<file path="src/rtl/usrx_pkg.sv">
package usrx_pkg;
    localparam logic [15:0] CRC_POLY = 16'h1021;
    localparam logic [15:0] CRC_INIT = 16'hFFFF;

    // status bit positions
    localparam int unsigned SB_NEMPTY = 0;
    localparam int unsigned SB_FULL   = 1;
    localparam int unsigned SB_BUSY   = 2;
    localparam int unsigned SB_GOOD   = 3;
    localparam int unsigned SB_CRCE   = 4;
    localparam int unsigned SB_OVR    = 5;
    localparam int unsigned SB_SYNCE  = 6;
    localparam int unsigned SB_CNT    = 8;
    localparam logic [15:0] STICKY_MASK = 16'h0078;

    typedef enum logic [1:0] {
        ST_HUNT = 2'd0,
        ST_DATA = 2'd1,
        ST_CHK  = 2'd2
    } rx_state_e;

    // one serial step of the CRC register, MSB first
    function automatic logic [15:0] crc_step(input logic [15:0] c, input logic b);
        logic fb;
        fb = c[15] ^ b;
        return {c[14:0], 1'b0} ^ (fb ? CRC_POLY : 16'h0000);
    endfunction
endpackage

</file>
<file path="src/rtl/usrx_sampler.sv">
module usrx_sampler (
    input  logic clk,
    input  logic rst_n,
    input  logic ser_clk,
    input  logic ser_dat,
    output logic bit_stb,
    output logic bit_val
);
    typedef struct packed {
        logic [1:0] ck;
        logic [1:0] dt;
        logic       ck_old;
    } smp_t;

    smp_t smp_d, smp_q;

    always_comb begin
        smp_d        = smp_q;
        smp_d.ck     = {smp_q.ck[0], ser_clk};
        smp_d.dt     = {smp_q.dt[0], ser_dat};
        smp_d.ck_old = smp_q.ck[1];
    end

    always_ff @(posedge clk) begin
        if (!rst_n) smp_q <= '0;
        else        smp_q <= smp_d;
    end

    assign bit_stb = smp_q.ck[1] & ~smp_q.ck_old;
    assign bit_val = smp_q.dt[1];

    // one strobe per rising edge of the received clock, never two in a row
    a_r2_single_strobe: assert property (@(posedge clk) disable iff (!rst_n)
        bit_stb |=> !bit_stb);
endmodule

</file>
<file path="src/rtl/usrx_deframer.sv">
module usrx_deframer
    import usrx_pkg::*;
#(
    parameter int unsigned HUNT_LIMIT = 64
) (
    input  logic       clk,
    input  logic       rst_n,
    input  logic       en,
    input  logic [7:0] sync_pat,
    input  logic [7:0] frame_len,
    input  logic       bit_stb,
    input  logic       bit_val,
    output logic       byte_stb,
    output logic [7:0] byte_val,
    output logic       frm_done,
    output logic       frm_ok,
    output logic       sync_err,
    output logic       in_frame
);
    localparam int unsigned HW = $clog2(HUNT_LIMIT);

    typedef struct packed {
        rx_state_e   state;
        logic [7:0]  sh;
        logic [3:0]  bitc;
        logic [7:0]  bytec;
        logic [3:0]  fill;
        logic [HW-1:0] hunt;
        logic [15:0] crc;
        logic        byte_stb;
        logic [7:0]  byte_val;
        logic        done;
        logic        ok;
        logic        serr;
    } dfr_t;

    dfr_t q, d;
    logic [7:0]  sh_n;
    logic [15:0] crc_n;

    always_comb begin
        d          = q;
        d.byte_stb = 1'b0;
        d.done     = 1'b0;
        d.serr     = 1'b0;
        sh_n       = {q.sh[6:0], bit_val};
        crc_n      = crc_step(q.crc, bit_val);
        if (!en) begin
            d.state = ST_HUNT;
            d.fill  = '0;
            d.hunt  = '0;
        end else if (bit_stb) begin
            d.sh = sh_n;
            unique case (q.state)
                ST_HUNT: begin
                    if (q.fill != 4'd8) d.fill = q.fill + 4'd1;
                    if (q.fill >= 4'd7 && sh_n == sync_pat) begin
                        d.state = ST_DATA;
                        d.bitc  = '0;
                        d.bytec = '0;
                        d.crc   = CRC_INIT;
                        d.hunt  = '0;
                    end else if (q.hunt == HW'(HUNT_LIMIT - 1)) begin
                        d.serr = 1'b1;
                        d.hunt = '0;
                    end else begin
                        d.hunt = q.hunt + 1'b1;
                    end
                end
                ST_DATA: begin
                    d.crc  = crc_n;
                    d.bitc = q.bitc + 4'd1;
                    if (q.bitc == 4'd7) begin
                        d.bitc     = '0;
                        d.byte_stb = 1'b1;
                        d.byte_val = sh_n;
                        d.bytec    = q.bytec + 8'd1;
                        if (q.bytec == frame_len - 8'd1) d.state = ST_CHK;
                    end
                end
                ST_CHK: begin
                    d.crc  = crc_n;
                    d.bitc = q.bitc + 4'd1;
                    if (q.bitc == 4'd15) begin
                        d.done  = 1'b1;
                        d.ok    = (crc_n == 16'h0000);
                        d.state = ST_HUNT;
                        d.fill  = '0;
                        d.hunt  = '0;
                    end
                end
                default: d.state = ST_HUNT;
            endcase
        end
    end

    always_ff @(posedge clk) begin
        if (!rst_n) q <= '0;
        else        q <= d;
    end

    assign byte_stb = q.byte_stb;
    assign byte_val = q.byte_val;
    assign frm_done = q.done;
    assign frm_ok   = q.ok;
    assign sync_err = q.serr;
    assign in_frame = (q.state != ST_HUNT);

    // bytes are only delivered out of the data phase
    a_r3_byte_from_data: assert property (@(posedge clk) disable iff (!rst_n)
        q.byte_stb |-> $past(q.state) == ST_DATA);
    // a frame verdict only follows the check-value phase
    a_r4_done_from_chk: assert property (@(posedge clk) disable iff (!rst_n)
        q.done |-> $past(q.state) == ST_CHK);
    // a disabled receiver is back to hunting on the next cycle
    a_r11_abort_hunts: assert property (@(posedge clk) disable iff (!rst_n)
        !en |=> q.state == ST_HUNT);
endmodule

</file>
<file path="src/rtl/usrx_fifo.sv">
module usrx_fifo #(
    parameter int unsigned DEPTH = 8,
    parameter int unsigned WIDTH = 8
) (
    input  logic                     clk,
    input  logic                     rst_n,
    input  logic                     push,
    input  logic [WIDTH-1:0]         wdata,
    input  logic                     pop,
    output logic [WIDTH-1:0]         rdata,
    output logic                     empty,
    output logic                     full,
    output logic [$clog2(DEPTH):0]   count,
    output logic                     ovr
);
    localparam int unsigned AW = $clog2(DEPTH);

    typedef struct packed {
        logic [DEPTH-1:0][WIDTH-1:0] mem;
        logic [AW-1:0]               wp;
        logic [AW-1:0]               rp;
        logic [AW:0]                 cnt;
    } fifo_t;

    fifo_t q, d;
    logic  do_push, do_pop;

    always_comb begin
        d       = q;
        do_push = push && (q.cnt != (AW+1)'(DEPTH));
        do_pop  = pop && (q.cnt != '0);
        if (do_push) begin
            d.mem[q.wp] = wdata;
            d.wp = (q.wp == AW'(DEPTH - 1)) ? '0 : q.wp + 1'b1;
        end
        if (do_pop) d.rp = (q.rp == AW'(DEPTH - 1)) ? '0 : q.rp + 1'b1;
        d.cnt = q.cnt + (do_push ? 1'b1 : 1'b0) - (do_pop ? 1'b1 : 1'b0);
    end

    always_ff @(posedge clk) begin
        if (!rst_n) q <= '0;
        else        q <= d;
    end

    assign rdata = q.mem[q.rp];
    assign empty = (q.cnt == '0);
    assign full  = (q.cnt == (AW+1)'(DEPTH));
    assign count = q.cnt;
    assign ovr   = push && full;

    // occupancy never exceeds the depth
    a_r5_cnt_bound: assert property (@(posedge clk) disable iff (!rst_n)
        q.cnt <= (AW+1)'(DEPTH));
    // a dropped byte without a read leaves occupancy unchanged
    a_r6_drop_keeps_cnt: assert property (@(posedge clk) disable iff (!rst_n)
        (ovr && !pop) |=> q.cnt == $past(q.cnt));
endmodule

</file>
<file path="src/rtl/usrx_top.sv">
module usrx_top
    import usrx_pkg::*;
#(
    parameter int unsigned DEPTH      = 8,
    parameter int unsigned HUNT_LIMIT = 64
) (
    input  logic        clk,
    input  logic        rst_n,
    input  logic        ser_clk,
    input  logic        ser_dat,
    input  logic        rx_en,
    input  logic [7:0]  sync_pat,
    input  logic [7:0]  frame_len,
    input  logic        rd_en,
    output logic [7:0]  rd_data,
    output logic        rd_valid,
    input  logic        clr_en,
    input  logic [15:0] clr_bits,
    input  logic        irq_en,
    output logic [15:0] status,
    output logic        irq
);
    localparam int unsigned CW = $clog2(DEPTH) + 1;

    typedef struct packed {
        logic [15:0] flags;
    } top_t;

    top_t q, d;

    logic       bit_stb, bit_val;
    logic       byte_stb, frm_done, frm_ok, sync_err, in_frame;
    logic [7:0] byte_val;
    logic       f_empty, f_full, ovr_pls;
    logic [CW-1:0] f_cnt;
    logic [15:0] set_v, clr_v;

    usrx_sampler u_smp (
        .clk(clk), .rst_n(rst_n), .ser_clk(ser_clk), .ser_dat(ser_dat),
        .bit_stb(bit_stb), .bit_val(bit_val)
    );

    usrx_deframer #(.HUNT_LIMIT(HUNT_LIMIT)) u_dfr (
        .clk(clk), .rst_n(rst_n), .en(rx_en), .sync_pat(sync_pat),
        .frame_len(frame_len), .bit_stb(bit_stb), .bit_val(bit_val),
        .byte_stb(byte_stb), .byte_val(byte_val), .frm_done(frm_done),
        .frm_ok(frm_ok), .sync_err(sync_err), .in_frame(in_frame)
    );

    usrx_fifo #(.DEPTH(DEPTH), .WIDTH(8)) u_buf (
        .clk(clk), .rst_n(rst_n), .push(byte_stb), .wdata(byte_val),
        .pop(rd_en), .rdata(rd_data), .empty(f_empty), .full(f_full),
        .count(f_cnt), .ovr(ovr_pls)
    );

    always_comb begin
        set_v           = '0;
        set_v[SB_GOOD]  = frm_done & frm_ok;
        set_v[SB_CRCE]  = frm_done & ~frm_ok;
        set_v[SB_OVR]   = ovr_pls;
        set_v[SB_SYNCE] = sync_err;
        clr_v           = clr_en ? clr_bits : 16'h0000;
        d.flags         = ((q.flags & ~clr_v) | set_v) & STICKY_MASK;
    end

    always_ff @(posedge clk) begin
        if (!rst_n) q <= '0;
        else        q <= d;
    end

    always_comb begin
        status               = q.flags;
        status[SB_NEMPTY]    = ~f_empty;
        status[SB_FULL]      = f_full;
        status[SB_BUSY]      = in_frame;
        status[SB_CNT +: CW] = f_cnt;
    end

    assign rd_valid = ~f_empty;
    assign irq      = irq_en & (|q.flags);

    // an overrun shows in status even against a simultaneous clear
    a_r6_ovr_sticky: assert property (@(posedge clk) disable iff (!rst_n)
        ovr_pls |=> status[SB_OVR]);
    // a sync error shows in status on the next cycle
    a_r7_serr_sticky: assert property (@(posedge clk) disable iff (!rst_n)
        sync_err |=> status[SB_SYNCE]);
    // the unused status bits stay zero
    a_r8_rsvd_zero: assert property (@(posedge clk) disable iff (!rst_n)
        status[15:12] == 4'h0 && !status[7]);
endmodule

</file>
<file path="config.mk">
export PLATFORM = sky130hd
export DESIGN_NAME = usrx_top
export DESIGN_NICKNAME = d
export VERILOG_FILES = /design/src/rtl/usrx_pkg.sv /design/src/rtl/usrx_sampler.sv /design/src/rtl/usrx_deframer.sv /design/src/rtl/usrx_fifo.sv /design/src/rtl/usrx_top.sv
export SDC_FILE = /design/constraint.sdc
export NUM_CORES = 1
export LEC_CHECK = 0
export ABC_CLOCK_PERIOD_IN_PS = 3600
export CORE_UTILIZATION = 58
export DETAILED_ROUTE_END_ITERATION = 7
export PLACE_DENSITY = 0.81
export RECOVER_POWER = 50
export SLEW_MARGIN = 40
export SYNTH_ARGS = -nofsm -noshare
export SYNTH_HDL_FRONTEND = slang
export SYNTH_HIERARCHICAL = 1
export SYNTH_SLANG_ARGS = --single-unit
export TNS_END_PERCENT = 20
</file>
<file path="constraint.sdc">
create_clock -name clk -period 3.6 [get_ports clk]
set_input_delay 0.54 -clock clk [delete_from_list [all_inputs] [get_ports clk]]
set_output_delay 0.54 -clock clk [all_outputs]
set_load 0.01 [all_outputs]
</file>
After elaboration in Yosys (flattened, before gate mapping)
Index checks and enable logic that the tools add are counted.
Cells by class
  add/sub/neg operators: 9
  $lt $le $gt $ge: 4
  equality and inequality tests: 17
  multiplexer cells: 30
  bitwise gates (word level): 16
  reductions and logical operators: 29
Operators with widths (count)
  64-bit bitwise mux: 1
  16-bit one-hot mux with 2 select lines: 1
  4-bit AND reduction: 7
  8-bit binary-select mux with 3-bit select: 1
  8-bit demux with 3-bit select: 1
  12-bit 2-to-1 mux: 2
  10-bit one-hot mux with 2 select lines: 1
  8-bit == test: 2
  16-bit zero test: 1
  16-bit 2-to-1 mux: 1
  8-bit 2-to-1 mux: 2
  8-bit one-hot mux with 2 select lines: 1
  16-bit OR reduction: 1
  16-bit bitwise XOR: 1
  13-bit 2-to-1 mux: 1
  6-bit 2-to-1 mux: 2
  4-bit one-hot mux with 3 select lines: 1
  10-bit 2-to-1 mux: 1
  2-bit 2-to-1 mux: 5
  2-bit by 1-bit inequality test with 1-bit output (second input constant): 5
  5-bit AND reduction: 2
  9-bit 2-to-1 mux: 1
  4-bit by 1-bit adder with 4-bit output (second input constant): 2
  8-bit by 1-bit adder with 8-bit output (second input constant): 1
  other kinds (36): 61
Storage, ports and cells
  flip-flop bits (word level): 142
  input bits: 40
  output and inout bits: 26
  logic and storage cells: 132

Longest topological paths before layout
  depth in word-level cells: 5
  depth in mapped cells: 12
  gate-level depth less buffers: 12

By module
Netlist, hierarchy kept.
By module, submodules not included
  usrx_fifo: times used 1, cells an instance 324, area each 3468.3 µm², sequential area each 1481.4 µm²
  usrx_deframer: times used 1, cells an instance 342, area each 3072.9 µm², sequential area each 1181.1 µm²
  usrx_top: times used 1, cells an instance 27, area each 229.0 µm², sequential area each 80.1 µm²
  usrx_sampler: times used 1, cells an instance 11, area each 137.6 µm², sequential area each 100.1 µm²

Least setup slack after synthesis
OpenSTA, ideal clock, no wires.
  kind: flip-flop to flip-flop
  from: register u_buf.q, in the netlist u_buf/count[2]
  to: register u_buf.q, in the netlist u_buf/count[2]
  library setup time: 115 ps
  arrival time: 2272 ps
  data required time: 3485 ps
  path slack: 1213 ps
  stages on the path, launching flop included: 13
  path buffers: 0
  clock period less this slack: 2387 ps
  cell sequence: dfxtp_1 -> inv_1 -> ha_1 -> or3b_4 -> and2_0 -> inv_1 -> ha_1 -> inv_1 -> ha_1 -> inv_1 -> fa_1 -> xnor2_1 -> and2_1
On the way
  cells in the longest elaborated chain, start to end: 5
  elaborated cells on any way between the ends: 8
  those cells by class: add/sub (2); eq/ne (1); mux (2); reduce/logical (3)
Ends and longest elaborated chain
  start, declared: RTL line usrx_fifo.sv:25  | fifo_t q, d;
  start signal, assigned: RTL line usrx_fifo.sv:41  | if (!rst_n) q <= '0;
  start signal, assigned: RTL line usrx_fifo.sv:42  | else q <= d;
  4-bit inequality test: RTL line usrx_fifo.sv:30  | do_push = push && (q.cnt != (AW+1)'(DEPTH));
  1-bit logical AND: RTL line usrx_fifo.sv:30
  1-bit 2-to-1 mux: RTL line usrx_fifo.sv:37  | d.cnt = q.cnt + (do_push ? 1'b1 : 1'b0) - (do_pop ? 1'b1 : 1'b0);
  4-bit adder: RTL line usrx_fifo.sv:37
  4-bit subtractor *: RTL line usrx_fifo.sv:37
Mark *: on every way between the ends. The rest lies on a longest branch, timed or not.
A chain may end at the register's enable or synchronous reset.

Final worst setup path
  from: register u_buf/q[5] in the netlist's numbering
  to: output rd_data[6]
On the way
  cells in the longest elaborated chain, start to end: 2
Ends and longest elaborated chain
  8-bit binary-select mux with 3-bit select: RTL line usrx_fifo.sv:45  | assign rdata = q.mem[q.rp];
  8-bit 2-to-1 mux (not written as such): RTL line usrx_fifo.sv:45
  end, declared: RTL line usrx_top.sv:15  | output logic [7:0] rd_data,
Every way passes these cells. The select of a mux whose other input is x is not followed.

==> flow_metrics.tcl <==
set metrics [dict create \
    final_max_slew_viol_count 0 \
    path_max_fanout 18 \
    final.setup.tns_ns 0 \
    rows 39 \
    drtAntennaViolNets 0 \
    cts_buffers 17 \
    fin_nets 786 \
    start_util_pct 60.0 \
    hp-class "register to register" \
    clock_skew_ns 0.00819 \
    cellLeakagePower_nw 3.04 \
    status "finished with violations" \
    coreArea_um2 11500 \
    timing.final.ws_setup_ns 0.690 \
    drtIter0Drc 329 \
    fillers 873 \
    synth.distinct_cells 68 \
    wirelength_mm 14.3 \
    worstPathRequired_ns 3.06 \
    path_class "register to output port" \
    die_w_um 111 \
    yosys_warnings 6 \
    pwr-share-comb_pct 13.6 \
    postSynthAreaPerCell_um2 9.81 \
    num_antenna_cells 0 \
    first_pass_iters 6 \
    crit_path_end_kind "output port" \
    synth-seq-cells 142 \
    synth_edf_count 0 \
    hold_end "u_smp/bit_val" \
    r2r_start "u_buf/count[2]" \
    grt_overflow 0 \
    netSwitchingFraction_pct 24.3 \
    place.gp.congestion 0.800 \
    grt_usage_pct 24.5 \
    dpl_worst_slack_ns 0.810 \
    worstHoldStart "u_smp/smp_d[2]" \
    crit_arrival_ns 2.37 \
    synth_area_leaders "dfxtp_1 41%, mux2i_1 11%, nand2_1 6.7%" \
    async_reset_ff_share_pct 0 \
    place_inst 848 \
    netSwitchingPower_mw 0.949 \
    tightest_slew_ns 1.49 \
    rsz0062_at_grt "no" \
    ys_seq_area_share_pct 41.2 \
    slew_headroom_pct 0.361 \
    grt_pass1_vias 5102 \
    synth_top_cell_by_area "dfxtp_1" \
    root_buffer "clkbuf_16" \
    dp_hpwl_mm 9.61 \
    cp-start-kind "register" \
    grt_max_degree 80 \
    vias 5087 \
    detail_route.vias_per_cell 5.78 \
    drv_cap 1 \
    fmax_ghz 0.344 \
    dominantRegCellSynth "dfxtp_1" \
    rr_worst_depth 12 \
    drc 4 \
    seq_power_share_pct 41.8 \
    cts_resized 0 \
    ctsLongestPathBuffers 2 \
    syn_inst 704 \
    p_int_mw 2.96 \
    insertion_delay_ns 0.41 \
    min_path_cells 1 \
    drive_gt1_share_pct 12.9 \
    area_growth_pct 14.4 \
    timing.rr.end "u_buf/count[2]" \
    r2r_slack_ns 1.05 \
    fin_cells 880 \
    violations "design-rule violations, max-capacitance violations" \
    power.density_nw_per_um2 494 \
    cts_setup_buffers 0 \
    hold_buffers 0 \
    power.total_mw 3.91 \
    p_clk_share_pct 44.6 \
    antenna_found_initial 0 \
    top_level_ports 66 \
    period_needed_ns 2.91 \
    mappedNetlistArea_um2 6910 \
    grt_pass1_wl_mm 24.3 \
    finalCritPeriodShare_pct 80.8 \
    yosysTopAreaCellShare_pct 41.2 \
    io_buffers 48 \
    drt-wirelength-per-cell_um 16.3 \
    finalHoldViolCount 0 \
    path_clk_slew_ns 0.06 \
    ir_worst_vdd_uv 277 \
    setup_viol 0 \
    die-area_um2 12400 \
    cts_tree "built" \
    cts_sinks 142 \
    h-tree-depth 4 \
    die_h_um 111 \
]
[registers in the layout, summed over array words and instances (netlist names)]
| name | count |
|---|---|
| u_buf/q | 70 |
| u_dfr/q | 47 |
| u_dfr/byte_val | 8 |
| q | 4 |
| u_buf/count | 4 |
| u_smp/smp_d | 3 |
| u_dfr/byte_stb | 1 |
| u_dfr/frm_done | 1 |
| u_dfr/frm_ok | 1 |
| u_dfr/sync_err | 1 |
| u_smp/bit_val | 1 |
| u_smp/smp_q | 1 |
[final cells by class]
cell class                 count  area [µm²]  share of cell area (%)
clock buffer                  24         492                    6.22
clock inverter                 8         105                    1.33
multi-input combinational    486        3670                    46.5
sequential                   142        2840                    36.0
timing repair buffer          55         526                    6.65
inverter                      22        85.1                    1.08
tap                          143         179                    2.26
[kinds of logic (layout without fill, tap and decap cells)]
| logic type | Yosys count | after routing | share of synthesized area [%] |
|---|---|---|---|
| xor+xnor | 29 | 29 | 3.68 |
| simple gates | 251 | 251 | 18.5 |
| flops | 142 | 142 | 41.2 |
| compound gates | 76 | 76 | 8.55 |
| other cells | 1 | 5 | 0.0543 |
| buf+inv | 80 | 109 | 6.05 |
| fa+ha+maj | 22 | 22 | 4.09 |
| mux | 103 | 103 | 18.0 |
[worst max path at each step]
stage / from / to / slack (ns) / depth (start not counted)
2_1_floorplan: u_buf/count[2] / u_buf/count[2] / 1.21 / 12
3_3_place_gp: sync_pat[5] / u_dfr/q[27] / 0.91 / 6
3_5_place_dp: sync_pat[5] / u_dfr/q[14] / 0.81 / 6
4_1_cts: u_buf/q[5] / rd_data[1] / 0.66 / 4
5_1_grt: u_buf/q[4] / rd_data[1] / 0.61 / 4
6_report: u_buf/q[5] / rd_data[6] / 0.69 / 4
[critical path, stage by stage, from the launching register on]
cell,delay [ns]
dfxtp_1,0.31
buf_4,0.29
mux4_2,0.56
mux2_2,0.31
clkdlybuf4s50_1,0.48
[cells in the final DEF, fill, tap and decap left out, types with 8 or more instances in the layout]
cell type | Yosys | layout
dfxtp_1 | 142 | 142
nand2_1 | 123 | 123
mux2i_1 | 79 | 79
clkdlybuf4s50_1 | 0 | 39
nor2_1 | 30 | 30
inv_1 | 21 | 21
a21oi_1 | 21 | 21
ha_1 | 21 | 21
clkbuf_16 | 0 | 17
xnor2_1 | 17 | 17
mux4_2 | 16 | 16
o221a_2 | 16 | 16
o21ai_0 | 12 | 12
nand3_1 | 12 | 12
xor2_1 | 12 | 12
and2_1 | 12 | 10
nor4_1 | 10 | 10
dlygate4sd3_1 | 0 | 8
mux2_2 | 8 | 8
[per-layer routing]
metal	part of all wire, %	GRT usage (%)
met5	0	0
met1	42	28.5
met2	52	44.3
met4	1.5	8.47
met3	4.4	5.52
[power groups by stage]
stage / Sequential, mW / Clock, mW / Combinational, mW
global placement: 1.67 / 0 / 0.524
floorplan: 1.66 / 0 / 0.409
CTS: 1.63 / 1.77 / 0.544
detailed placement: 1.67 / 0 / 0.543
global route: 1.64 / 1.84 / 0.593
finish: 1.63 / 1.74 / 0.531
[cells in the mapped netlist, drive strengths merged, types with 2 or more instances]
library cell	number
mux2	8
nand2	124
buf	35
nor4b	5
mux2i	79
dfxtp	142
and3b	3
nor3b	7
nor2b	6
nand2b	7
inv	22
nor2	30
a21oi	23
o21ai	13
and3	5
nand3	13
o21a	2
xor2	12
clkbuf	23
o221a	16
o31ai	3
a31o	3
o2111ai	2
a31oi	3
or4b	3
nand4	4
mux4	16
nor4	11
nand3b	2
nor3	10
and2	13
or4	4
xnor2	17
ha	21
[metrics by stage]
| step | area (µm²) | utilization, % | hold WS, ns |
|---|---|---|---|
| finish | 7900 | 68.6 | 0.430 |
| global route | 7900 | 68.6 | 0.434 |
| CTS | 7920 | 68.7 | 0.431 |
| detailed placement | 7320 | 63.5 | 0.421 |
| global placement | 7320 | 63.5 | 0.427 |
| floorplan | 6920 | - | 0.412 |
Note: power is estimated with default switching activity, not from simulation.
